[config.mk]
export PLATFORM = sky130hd
export DESIGN_NAME = bbdisp_top
export DESIGN_NICKNAME = d
export VERILOG_FILES = /design/src/rtl/bbdisp_pkg.sv /design/src/rtl/bbdisp_btn.sv /design/src/rtl/bbdisp_scan.sv /design/src/rtl/bbdisp_idx.sv /design/src/rtl/bbdisp_top.sv
export SDC_FILE = /design/constraint.sdc
export NUM_CORES = 1
export LEC_CHECK = 0
export ABC_AREA = 1
export BUFFER_PORTS_ARGS = -buffer_cell sky130_fd_sc_hd__buf_4
export CAP_MARGIN = 15
export CORE_UTILIZATION = 40
export CTS_CLUSTER_SIZE = 24
export DETAILED_ROUTE_END_ITERATION = 12
export PLACE_DENSITY = 0.62
export SLEW_MARGIN = 20
export SYNTH_ARGS = -nofsm -noshare
export SYNTH_HDL_FRONTEND = slang
export SYNTH_SLANG_ARGS = --single-unit
[constraint.sdc]
create_clock -name clk -period 16.4 [get_ports clk]
set_clock_uncertainty 0.1 [all_clocks]
set_input_delay 4.92 -clock clk [delete_from_list [all_inputs] [get_ports clk]]
set_output_delay 4.92 -clock clk [all_outputs]
set_load 0.1 [all_outputs]
[src/rtl/bbdisp_pkg.sv]
package bbdisp_pkg;
  localparam int NDIG = 8;
  localparam logic [6:0] GLYPH_BLANK = 7'h00;
  localparam logic [6:0] GLYPH_DASH  = 7'h40;

  // active-high {g,f,e,d,c,b,a} pattern for one hex nibble
  function automatic logic [6:0] hex_glyph(input logic [3:0] nib);
    logic [6:0] g;
    case (nib)
      4'h0: g = 7'h3F; 4'h1: g = 7'h06; 4'h2: g = 7'h5B; 4'h3: g = 7'h4F;
      4'h4: g = 7'h66; 4'h5: g = 7'h6D; 4'h6: g = 7'h7D; 4'h7: g = 7'h07;
      4'h8: g = 7'h7F; 4'h9: g = 7'h6F; 4'hA: g = 7'h77; 4'hB: g = 7'h7C;
      4'hC: g = 7'h39; 4'hD: g = 7'h5E; 4'hE: g = 7'h79; default: g = 7'h71;
    endcase
    return g;
  endfunction
endpackage

[src/rtl/bbdisp_btn.sv]
module bbdisp_btn #(
  parameter int DB_CYC = 50000
) (
  input  logic clk,
  input  logic rst_n,
  input  logic raw,
  output logic press
);
  localparam int DBW = $clog2(DB_CYC + 1);

  logic [1:0]     sync_q;
  logic           stable_q;
  logic [DBW-1:0] cnt_q;

  always_ff @(posedge clk) begin
    if (!rst_n) begin
      sync_q   <= '0;
      stable_q <= 1'b0;
      cnt_q    <= '0;
      press    <= 1'b0;
    end else begin
      sync_q <= {sync_q[0], raw};
      press  <= 1'b0;
      if (sync_q[1] == stable_q) begin
        cnt_q <= '0;
      end else if (cnt_q == DBW'(DB_CYC - 1)) begin
        cnt_q    <= '0;
        stable_q <= sync_q[1];
        press    <= sync_q[1];
      end else begin
        cnt_q <= cnt_q + 1'b1;
      end
    end
  end
endmodule

[src/rtl/bbdisp_scan.sv]
module bbdisp_scan #(
  parameter int DWELL = 2000
) (
  input  logic       clk,
  input  logic       rst_n,
  output logic [2:0] digit,
  output logic       blank
);
  localparam int DW = $clog2(DWELL + 1);

  logic [DW-1:0] dwell_q;

  always_ff @(posedge clk) begin
    if (!rst_n) begin
      dwell_q <= '0;
      digit   <= '0;
    end else if (dwell_q == DW'(DWELL - 1)) begin
      dwell_q <= '0;
      digit   <= digit + 1'b1;
    end else begin
      dwell_q <= dwell_q + 1'b1;
    end
  end

  assign blank = (dwell_q == '0);
endmodule

[src/rtl/bbdisp_idx.sv]
module bbdisp_idx #(
  parameter int CNT_W = 8
) (
  input  logic             clk,
  input  logic             rst_n,
  input  logic [CNT_W-1:0] count,
  input  logic             up_p,
  input  logic             dn_p,
  output logic [CNT_W-1:0] idx
);
  logic [CNT_W-1:0] last;
  assign last = count - 1'b1;

  always_ff @(posedge clk) begin
    if (!rst_n)                              idx <= '0;
    else if (count == '0)                    idx <= '0;
    else if (idx > last)                     idx <= last;
    else if (up_p && !dn_p && idx < last)    idx <= idx + 1'b1;
    else if (dn_p && !up_p && idx != '0)     idx <= idx - 1'b1;
  end
endmodule

[src/rtl/bbdisp_top.sv]
module bbdisp_top
  import bbdisp_pkg::*;
#(
  parameter int CNT_W  = 8,
  parameter int BLK_W  = 12,
  parameter int DWELL  = 2000,
  parameter int DB_CYC = 50000
) (
  input  logic             clk,
  input  logic             rst_n,
  input  logic [CNT_W-1:0] bad_count,
  input  logic             btn_up,
  input  logic             btn_dn,
  output logic             mem_rd_en,
  output logic [CNT_W-1:0] mem_rd_addr,
  input  logic [BLK_W-1:0] mem_rd_data,
  output logic [7:0]       digit_sel_n,
  output logic [6:0]       seg_n
);
  localparam int ADDR_DIG = 3;

  logic       up_p, dn_p;
  logic [2:0] digit;
  logic       blank;
  logic [CNT_W-1:0] idx;

  bbdisp_btn #(.DB_CYC(DB_CYC)) u_btn_up (.clk(clk), .rst_n(rst_n), .raw(btn_up), .press(up_p));
  bbdisp_btn #(.DB_CYC(DB_CYC)) u_btn_dn (.clk(clk), .rst_n(rst_n), .raw(btn_dn), .press(dn_p));
  bbdisp_scan #(.DWELL(DWELL)) u_scan (.clk(clk), .rst_n(rst_n), .digit(digit), .blank(blank));
  bbdisp_idx #(.CNT_W(CNT_W)) u_idx (.clk(clk), .rst_n(rst_n), .count(bad_count),
                                     .up_p(up_p), .dn_p(dn_p), .idx(idx));

  assign mem_rd_addr = idx;
  assign mem_rd_en   = (bad_count != '0);

  // decimal count field, saturated at two digits
  logic [6:0] cnt_sat, tens, ones;
  always_comb begin
    cnt_sat = (32'(bad_count) > 32'd99) ? 7'd99 : 7'(bad_count);
    tens    = cnt_sat / 7'd10;
    ones    = cnt_sat - tens * 7'd10;
  end

  logic [4*ADDR_DIG-1:0] blk_ext;
  assign blk_ext = (4*ADDR_DIG)'(mem_rd_data);

  logic [6:0] glyph;
  always_comb begin
    glyph = GLYPH_BLANK;
    case (digit)
      3'd0: glyph = hex_glyph(tens[3:0]);
      3'd1: glyph = hex_glyph(ones[3:0]);
      3'd5, 3'd6, 3'd7: begin
        if (bad_count == '0) glyph = GLYPH_DASH;
        else                 glyph = hex_glyph(blk_ext[4*(3'd7 - digit) +: 4]);
      end
      default: glyph = GLYPH_BLANK;
    endcase
  end

  always_ff @(posedge clk) begin
    if (!rst_n) begin
      digit_sel_n <= '1;
      seg_n       <= '1;
    end else if (blank) begin
      digit_sel_n <= '1;
      seg_n       <= '1;
    end else begin
      digit_sel_n <= ~(8'b1 << digit);
      seg_n       <= ~glyph;
    end
  end
endmodule

==> flow_metrics.py, run 1 <==
metrics = {
    "yosys": {
        "syn_nets": 776,
        "synth_warnings": 0,
        "yosys-top-cells-area": "dfxtp_1 (31%), ha_1 (12%), nand2_1 (9.5%), inv_1 (7.3%), nor2_1 (7.0%)",
        "yosys.area.top_type": "dfxtp_1",
        "syn_avg_cell_area_sq_um": 7.06,
        "ys.flop_type": "dfxtp_1",
        "async_reset_ff_share_pct": 0,
        "ys_types": 46,
        "syn_area_sq_um": 4960,
        "ys_seq_area_share_pct": 31.1,
        "synth-seq-cells": 77,
        "synthCells": 703,
        "synth-edff-count": 0,
        "synth.top_cell.area_share_pct": 31.1,
    },
    "timing": {
        "slew_headroom_pct": 63.3,
        "tns_ns": 0,
        "fmax_mhz": 86.8,
        "worst_slack_ns": 4.88,
        "layout_min_cycle_time_ns": 11.52,
        "finalSetupViolCount": 0,
        "fin_crit_sh_pct": 70.2,
        "rsz0062_at_grt": "no",
        "worstMarginPinSlew_ns": 0.549,
        "final_hold_viol_count": 0,
        "report.final.slew_viol_count": 0,
    },
    "setup_path": {
        "r2r_start": "u_idx.idx[1]",
        "cp-startpoint": "bad_count[0]",
        "crit_fanout": 5,
        "worst_setup_path_end_kind": "output port",
        "rr_worst_depth": 16,
        "path_common_cell": "inv_1",
        "crit_path_top_delay_cell": "nor2_1",
        "worstPathCellList": "buf_4, inv_1, ha_1, nand2_1, nor3_1, inv_1, nor2_1, inv_1, buf_4",
        "crit_required_ns": 11.38,
        "criticalPathCategory": "input port to output port",
        "cp.arrival_ns": 6.50,
        "cpPeakStageDelay_ns": 0.31,
        "start_kind": "input port",
    },
    "drt": {
        "avgViaCountPerCell": 4.99,
        "wire_per_inst_um": 11.9,
        "drt_wl_total_um": 11000,
        "drt_iter0_markers": 220,
        "final_antenna_net_count": 0,
        "drc": 0,
        "dr.pass1.iters": 4,
        "vias": 4629,
    },
    "floorplan": {
        "start_util_pct": 41.2,
        "die_area_sq_um": 12900,
        "ioPinCount": 48,
        "dieWidth_um": 113,
        "num_rows": 40,
        "core_area_sq_um": 12100,
        "die_height_um": 113,
    },
    "cts": {
        "cts_resized": 0,
        "cts.htree.levels": 3,
        "cts_root_buf": "clkbuf_16",
        "cts_buffers": 9,
        "cts_max_path_buffers": 2,
        "clock_sinks": 77,
        "cts_hold_buf": 0,
        "clk_pin_slew_ns": 0.06,
        "post_cts_buffers": 0,
        "insertion_delay_ns": 0.34,
        "cts_tree": "yes",
    },
    "placement": {
        "io_buffers": 47,
        "place_ws_ns": 4.88,
        "place_congestion": 0.897,
        "placedCellCount": 912,
        "place_hpwl_um": 8620,
    },
    "worst_hold_path": {
        "holdPathStages": 2,
        "hold_path_class": "flip-flop to flip-flop",
        "hp-start": "u_btn_up.sync_q[0]",
    },
    "pwr": {
        "leakagePower_nw": 2.56,
        "p_per_area_nw_per_um2": 97.3,
        "peakVddDrop_mv": 0.0485,
    },
    "finish": {
        "nets": 828,
        "drive_above_1_share_pct": 11.7,
        "final_cell_mix": "nand2_1 (126), inv_1 (96), nor2_1 (92)",
        "fillers": 1190,
        "stdcell_count": 928,
        "antennaDiodeCount": 0,
        "area_growth_pct": 17.1,
        "final_common_cell": "nand2_1",
    },
    "grt": {
        "antenna_found_initial": 0,
        "grt_pass1_vias": 4440,
        "track_usage_pct": 18.3,
        "gr-total-overflow": 0,
        "grt_max_degree": 17,
        "grt_first_pass_wirelength_um": 19300,
    },
    "run_status": {
        "outcome": "completed",
    },
    "job": {
        "cap_violations": 0,
    },
}
layout make-up:
type / instances / area [sq um] / share of cell area, %
well taps: 168 / 210 / 3.62
repair buffers: 47 / 353 / 6.07
multi-input cells: 518 / 3010 / 51.8
inverters: 102 / 388 / 6.68
flip-flops and latches: 77 / 1540 / 26.5
clock buffers: 9 / 225 / 3.88
clock inverters: 7 / 81.3 / 1.40
synthesized netlist by cell type (3+ instances only):
master,instances
o211ai_1,5
inv_1,96
nand2_4,4
a211oi_1,5
dfxtp_1,77
nor3_1,21
nor4_1,7
o21bai_1,3
nand4_1,9
nand2_1,126
nor2_1,92
nand2_2,6
o21a_1,4
nand3_1,44
xnor2_1,5
ha_1,47
nand3_2,4
clkbuf_1,6
nor3b_1,7
a31oi_1,5
xor2_1,17
o21ai_0,33
a21oi_1,49
clkinv_1,3
through the flow:
step | util (%) | hold slack (ns) | power (mW) | cell area (sq um)
after global placement | 45.6 | 0.325 | 0.359 | 5500
after CTS | 48.2 | 0.340 | 0.569 | 5810
final | 48.2 | 0.332 | 0.565 | 5810
after global routing | 48.2 | 0.370 | 0.596 | 5810
after detailed placement | 45.6 | 0.329 | 0.361 | 5500
after floorplan | - | 0.290 | 0.326 | 4960
power breakdown:
group	internal (mW)	switching (mW)
Combinational	0.0506	0.111
Sequential	0.192	0.00456
Clock	0.120	0.0863
Total	0.363	0.202
worst max-delay path: cells and delay by family:
kind          cells  cell delay (ns)
fa+ha+maj         1             0.21
simple gates      3             0.66
buf+inv           5             0.71
final timing paths:
path | endpoint | slack [ns]
hold / removal | u_btn_up.sync_q[1] | 0.33
setup reg to reg | u_idx.idx[7] | 12.80
setup / recovery | mem_rd_en | 4.88
hold reg to reg | u_btn_up.sync_q[1] | 0.33
state kept, by name, summed over array words and instances, names as in the netlist:
register and count:
u_scan.digit 3, u_btn_up.stable_q 1, u_btn_dn.press 1, u_btn_dn.stable_q 1, u_btn_up.sync_q 2, u_btn_dn.sync_q 2
u_scan.dwell_q 11, u_btn_dn.cnt_q 16, digit_sel_n 8, u_btn_up.cnt_q 16, u_btn_up.press 1, seg_n 7
u_idx.idx 8
kinds of logic after synthesis:
group / share of synthesized area [%]
simple gates: 29.9
compound gates: 14.2
buf+inv: 8.27
flops: 31.1
fa+ha+maj: 12.7
xor+xnor: 3.88
metal layers:
metal	vias to the layer above	routed length [um]	global-route usage, %
met5	-	0	0
met4	0	291	8.68
met3	26	406	3.67
met2	86	5140	30.5
met1	2095	5200	22.8
li1	2422	-	-
(Power assumes the default switching activity.)
==> inputs of run 2 (changes only) <==
Settings changed: ABC_AREA 1 to 0.
Clock period 16.4 ns to 11.8 ns, I/O delays scaled along.
==> flow_metrics.py, run 2 <==
metrics = {
    "worst_hold_path": {
        "hp-start": "u_btn_dn.sync_q[0]",
        "holdPathStages": 1,
        "hold_path_class": "flip-flop to flip-flop",
        "hold-path-endpoint": "u_btn_dn.sync_q[1]",
    },
    "finish": {
        "biggestRegsByFlops": "u_btn_dn.cnt_q (16), u_btn_up.cnt_q (16), u_scan.dwell_q (11)",
        "final_cell_mix": "nor2_1 (83), dfxtp_1 (77), nand2_1 (52)",
        "nets": 741,
        "drive_above_1_share_pct": 11.6,
        "final_common_cell": "nor2_1",
        "ff_latch_area_sq_um": 1540,
        "fillers": 1254,
        "antennaDiodeCount": 0,
        "stdcell_count": 845,
        "multi_input_area_sq_um": 3380,
        "stdcell_area_sq_um": 5920,
        "area_growth_pct": 15.4,
    },
    "placement": {
        "place_congestion": 0.907,
        "io_buffers": 47,
        "placedCellCount": 829,
        "place_hpwl_um": 8940,
        "dpl_cell_area_sq_um": 5620,
    },
    "job": {
        "cap_violations": 0,
    },
    "setup_path": {
        "cpPeakStageDelay_ns": 0.41,
        "ff2ff_setup_slack_ns": 7.95,
        "cp.arrival_ns": 10.06,
        "start_kind": "input port",
        "crit_fanout": 13,
        "crit_required_ns": 11.95,
        "worst_setup_path_end_kind": "flip-flop",
        "crit_buf_inv": 4,
        "path_common_cell": "ha_1",
        "r2r_start": "u_idx.idx[1]",
        "crit_family": "compound AO/OA/AOI/OAI gates",
        "criticalPathCategory": "input port to flip-flop",
        "reg2reg_to": "u_idx.idx[7]",
        "rr_worst_depth": 16,
        "crit_path_top_delay_cell": "a21oi_1",
    },
    "cts": {
        "cts_max_path_buffers": 2,
        "clock_sinks": 77,
        "cts.htree.levels": 3,
        "post_cts_buffers": 0,
        "insertion_delay_ns": 0.34,
        "cts_hold_buf": 0,
        "cts_root_buf": "clkbuf_16",
        "cts_buffers": 9,
        "cts_resized": 0,
        "clk_pin_slew_ns": 0.07,
        "cts_tree": "yes",
    },
    "yosys": {
        "synth_common_cells": "nor2_1 (83), dfxtp_1 (77), nand2_1 (52)",
        "yosysMostFrequentCell": "nor2_1",
        "async_reset_ff_share_pct": 0,
        "synth_warnings": 0,
        "ys_types": 65,
        "synth.top_cell.area_share_pct": 30.0,
        "synthCells": 629,
        "synth-seq-cells": 77,
        "ys_seq_area_share_pct": 30.0,
        "yosys.area.top_type": "dfxtp_1",
        "yosys-top-cells-area": "dfxtp_1 (30%), ha_1 (11%), nor2_1 (6.1%), xnor2_1 (4.8%), xor2_1 (4.4%)",
        "synth-edff-count": 0,
        "syn_avg_cell_area_sq_um": 8.16,
        "syn_nets": 702,
        "ys.flop_type": "dfxtp_1",
        "syn_area_sq_um": 5130,
    },
    "run_status": {
        "outcome": "completed",
    },
    "drt": {
        "drt_iter0_markers": 354,
        "dr.pass1.iters": 4,
        "drc": 0,
        "vias": 4474,
        "drt_wl_total_um": 11700,
        "final_antenna_net_count": 0,
        "wire_per_inst_um": 13.9,
        "avgViaCountPerCell": 5.29,
    },
    "timing": {
        "finalSetupViolCount": 0,
        "final_hold_viol_count": 0,
        "report.final.slew_viol_count": 0,
        "rsz0062_at_grt": "no",
        "slew_headroom_pct": 39.0,
        "fin_crit_sh_pct": 83.9,
        "fmax_mhz": 101,
        "tns_ns": 0,
        "layout_min_cycle_time_ns": 9.90,
        "worstMarginPinSlew_ns": 0.916,
    },
    "floorplan": {
        "dieWidth_um": 115,
        "start_util_pct": 40.8,
        "die_area_sq_um": 13300,
        "num_rows": 41,
        "ioPinCount": 48,
        "core_area_sq_um": 12600,
        "die_height_um": 115,
    },
    "grt": {
        "track_usage_pct": 18.8,
        "antenna_found_initial": 0,
        "grt_first_pass_wirelength_um": 19700,
        "grt_max_degree": 20,
        "grt_pass1_vias": 4163,
        "gr-total-overflow": 0,
    },
    "pwr": {
        "leakagePower_nw": 2.36,
        "peakVddDrop_mv": 0.102,
        "p_per_area_nw_per_um2": 126,
    },
}
==> run 2: cell types whose count changed after synthesis, sizes merged, moves of 12 or more <==
cell,delta
inv,-67
nand2,-84
nand3,-16
xnor2,+23
mux2i,+12
==> run 2: cell families (layout without fill, tap and decap cells) <==
group / count (synthesis) / after routing / share of synthesized area (%)
muxes: 19 / 19 / 3.88
DFF: 77 / 77 / 30.0
buffers and inverters: 52 / 96 / 4.05
adders and majority gates: 49 / 49 / 12.2
and+or+nand+nor: 244 / 244 / 22.8
xor gates and xnor gates: 54 / 54 / 9.22
AOI/OAI and AO/OA: 134 / 134 / 17.8
==> run 2: layout make-up <==
class,instances,share of cell area [%]
clock buffer,9,3.80
multi-input combinational,500,57.1
sequential,77,26.0
clock inverter,7,1.37
inverter,33,2.09
timing repair buffer,47,5.96
tap,172,3.63
==> run 2: worst max-delay path by stage <==
stage	to	from	slack (ns)	cells past startpoint
floorplan	seg_n[1]	bad_count[5]	2.50	27
global placement	seg_n[3]	bad_count[6]	1.99	27
detailed placement	seg_n[3]	bad_count[6]	1.65	27
CTS	seg_n[3]	bad_count[6]	2.01	27
global route	seg_n[3]	bad_count[6]	1.44	27
finish	seg_n[3]	bad_count[6]	1.90	27
==> run 2: power breakdown <==
group / total (mW) / switching [mW] / internal [mW]
sequential: 0.271 / 0.00459 / 0.266
clock: 0.288 / 0.121 / 0.167
combinational: 0.190 / 0.126 / 0.0647
total: 0.749 / 0.251 / 0.498
==> run 2: worst reg2reg max path: stages (launching register included) <==
cell       delay (ns)
dfxtp_1          0.45
ha_1             0.29
nor2b_1          0.13
o21ai_0          0.13
nand2b_1         0.07
a21oi_1          0.18
o2111ai_1        0.43
ha_1             0.47
a21o_1           0.18
a21oi_1          0.23
o21bai_1         0.09
a21oi_1          0.21
o21ai_0          0.15
mux2i_1          0.15
xnor2_1          0.19
mux2_2           0.26
nor2_1           0.08
==> run 2: routing by layer <==
metal  up-vias  GRT usage, %  part of all wire [%]  wire length [um]
li1       2314             -                     -                 -
met1      2040          24.9                    48              5610
met2        96          29.6                    45              5220
met3        24          4.85                   5.4               628
met4         0          6.32                   2.2               255
met5         -             0                     0                 0
==> run 2: per-stage QoR <==
stage / utilization [%] / total power, mW / hold WS (ns) / setup WS [ns]
2_1_floorplan: - / 0.425 / 0.312 / 2.50
3_3_place_gp: 44.7 / 0.464 / 0.320 / 1.99
3_5_place_dp: 44.7 / 0.465 / 0.325 / 1.65
4_1_cts: 47.1 / 0.755 / 0.341 / 2.01
5_1_grt: 47.1 / 0.786 / 0.362 / 1.44
6_report: 47.1 / 0.749 / 0.338 / 1.90
==> inputs of run 3 (changes only) <==
Settings changed: ABC_AREA 0 to 1, PLACE_DENSITY 0.62 to 0.64.
Clock period 11.8 ns to 8.3 ns, I/O delays scaled along.
==> flow_metrics.py, run 3 (synthesis results as in run 1) <==
metrics = {
    "setup_path": {
        "crit_required_ns": 8.40,
        "critPathCapture": "seg_n[1]",
        "path_common_cell": "nand2_2",
        "worst_setup_path_end_kind": "flip-flop",
        "cp.arrival_ns": 7.18,
        "cpPeakStageDelay_ns": 0.61,
        "ff2ff_setup_slack_ns": 4.74,
        "rr_worst_depth": 16,
        "cp-startpoint": "bad_count[6]",
        "r2r_start": "u_idx.idx[1]",
        "criticalPathCategory": "input port to flip-flop",
        "start_kind": "input port",
        "crit_path_top_delay_cell": "fa_1",
        "reg2reg_to": "u_idx.idx[7]",
        "crit_fanout": 13,
    },
    "drt": {
        "avgViaCountPerCell": 5.03,
        "vias": 4664,
        "final_antenna_net_count": 0,
        "drc": 0,
        "dr.pass1.iters": 5,
        "drt_iter0_markers": 254,
        "drt_wl_total_um": 11300,
        "wire_per_inst_um": 12.2,
    },
    "finish": {
        "stdcell_count": 928,
        "nets": 828,
        "area_growth_pct": 16.5,
        "fillers": 1196,
        "final_common_cell": "nand2_1",
        "biggestRegsByFlops": "u_btn_dn.cnt_q (16), u_btn_up.cnt_q (16), u_scan.dwell_q (11)",
        "final_cell_mix": "nand2_1 (126), inv_1 (96), nor2_1 (92)",
        "drive_above_1_share_pct": 11.6,
        "antennaDiodeCount": 0,
        "final_core_utilization_pct": 47.9,
    },
    "pwr": {
        "p_per_area_nw_per_um2": 187,
        "peakVddDrop_mv": 0.107,
        "design_power_total_mw": 1.08,
        "leakagePower_nw": 2.55,
    },
    "placement": {
        "placedCellCount": 912,
        "io_buffers": 47,
        "place_hpwl_um": 8810,
        "place_congestion": 0.900,
    },
    "grt": {
        "grt_first_pass_wirelength_um": 19000,
        "grt_max_degree": 17,
        "antenna_found_initial": 0,
        "track_usage_pct": 18.2,
        "gr-total-overflow": 0,
        "grt_pass1_vias": 4325,
    },
    "cts": {
        "clock_sinks": 77,
        "clk_pin_slew_ns": 0.06,
        "cts_tree": "yes",
        "cts.htree.levels": 3,
        "cts_resized": 0,
        "post_cts_buffers": 0,
        "cts_buffers": 9,
        "cts_root_buf": "clkbuf_16",
        "cts_max_path_buffers": 2,
        "cts_hold_buf": 0,
        "insertion_delay_ns": 0.34,
    },
    "timing": {
        "finalSetupViolCount": 0,
        "fmax_mhz": 141,
        "layout_min_cycle_time_ns": 7.07,
        "final_hold_viol_count": 0,
        "tns_ns": 0,
        "fin_crit_sh_pct": 85.2,
        "worstMarginPinSlew_ns": 0.566,
        "rsz0062_at_grt": "no",
        "slew_headroom_pct": 62.1,
        "report.final.slew_viol_count": 0,
    },
    "worst_hold_path": {
        "hp-start": "u_btn_up.sync_q[0]",
        "hold_path_class": "flip-flop to flip-flop",
    },
    "floorplan": {
        "num_rows": 40,
        "die_height_um": 113,
        "die_area_sq_um": 12900,
        "ioPinCount": 48,
        "start_util_pct": 41.2,
        "core_area_sq_um": 12100,
        "dieWidth_um": 113,
    },
    "run_status": {
        "outcome": "completed",
    },
    "job": {
        "cap_violations": 0,
    },
}
==> run 3: cell types whose count changed in the layout (fill, tap and decap cells not counted), moves of 12 or more <==
cell / previous run / this run
a21oi_1: 37 / 49
inv_1: 32 / 96
mux2i_1: 12 / 0
nand2_1: 52 / 126
o21ai_0: 21 / 33
xnor2_1: 28 / 5
==> run 3: worst max-delay path, delay by kind of cell <==
family | cells | cell delay (ns)
AO/OA/AOI/OAI | 2 | 0.43
adder cells (fa/ha/maj) | 5 | 1.54
buffers and inverters | 6 | 0.72
AND/OR/NAND/NOR | 19 | 2.00
==> run 3: worst min path at each step <==
stage | endpoint | slack, ns | cells after the start
finish | u_btn_up.sync_q[1] | 0.31 | 2
global route | u_btn_dn.sync_q[1] | 0.35 | 2
CTS | u_btn_up.sync_q[1] | 0.31 | 2
detailed placement | u_btn_up.sync_q[1] | 0.30 | 2
global placement | u_btn_up.sync_q[1] | 0.30 | 2
floorplan | u_btn_dn.sync_q[1] | 0.29 | 2
==> run 3: power by group <==
| part | switching, mW | leakage [nW] | internal [mW] |
|---|---|---|---|
| Sequential | 0.00922 | 0.624 | 0.380 |
| Combinational | 0.221 | 1.79 | 0.101 |
| Clock | 0.156 | 0.136 | 0.211 |
| Total | 0.387 | 2.55 | 0.692 |
==> run 3: metrics by stage <==
step / hold slack, ns / area (sq um) / setup WS (ns)
6_report: 0.312 / 5780 / 1.23
5_1_grt: 0.351 / 5780 / 0.803
4_1_cts: 0.312 / 5780 / 1.28
3_5_place_dp: 0.297 / 5500 / 0.977
3_3_place_gp: 0.302 / 5500 / 1.22
2_1_floorplan: 0.290 / 4960 / 1.76
==> run 3: layout make-up <==
class                      count  area, sq um  share of cell area, %
tap                          168          210                   3.64
timing repair buffer          47          353                   6.10
clock inverter                 5         35.0                  0.606
inverter                     102          388                   6.71
sequential                    77         1540                   26.7
clock buffer                  11          243                   4.20
multi-input combinational    518         3010                   52.1
==> run 3: metal layers <==
metal  vias up  part of all wire (%)  global-route usage (%)
met3        23                   4.0                    3.29
met4         0                   2.9                    9.47
met5         -                     0                       0
met1      2112                    47                    22.3
met2       104                    46                    30.7
li1       2425                     -                       -
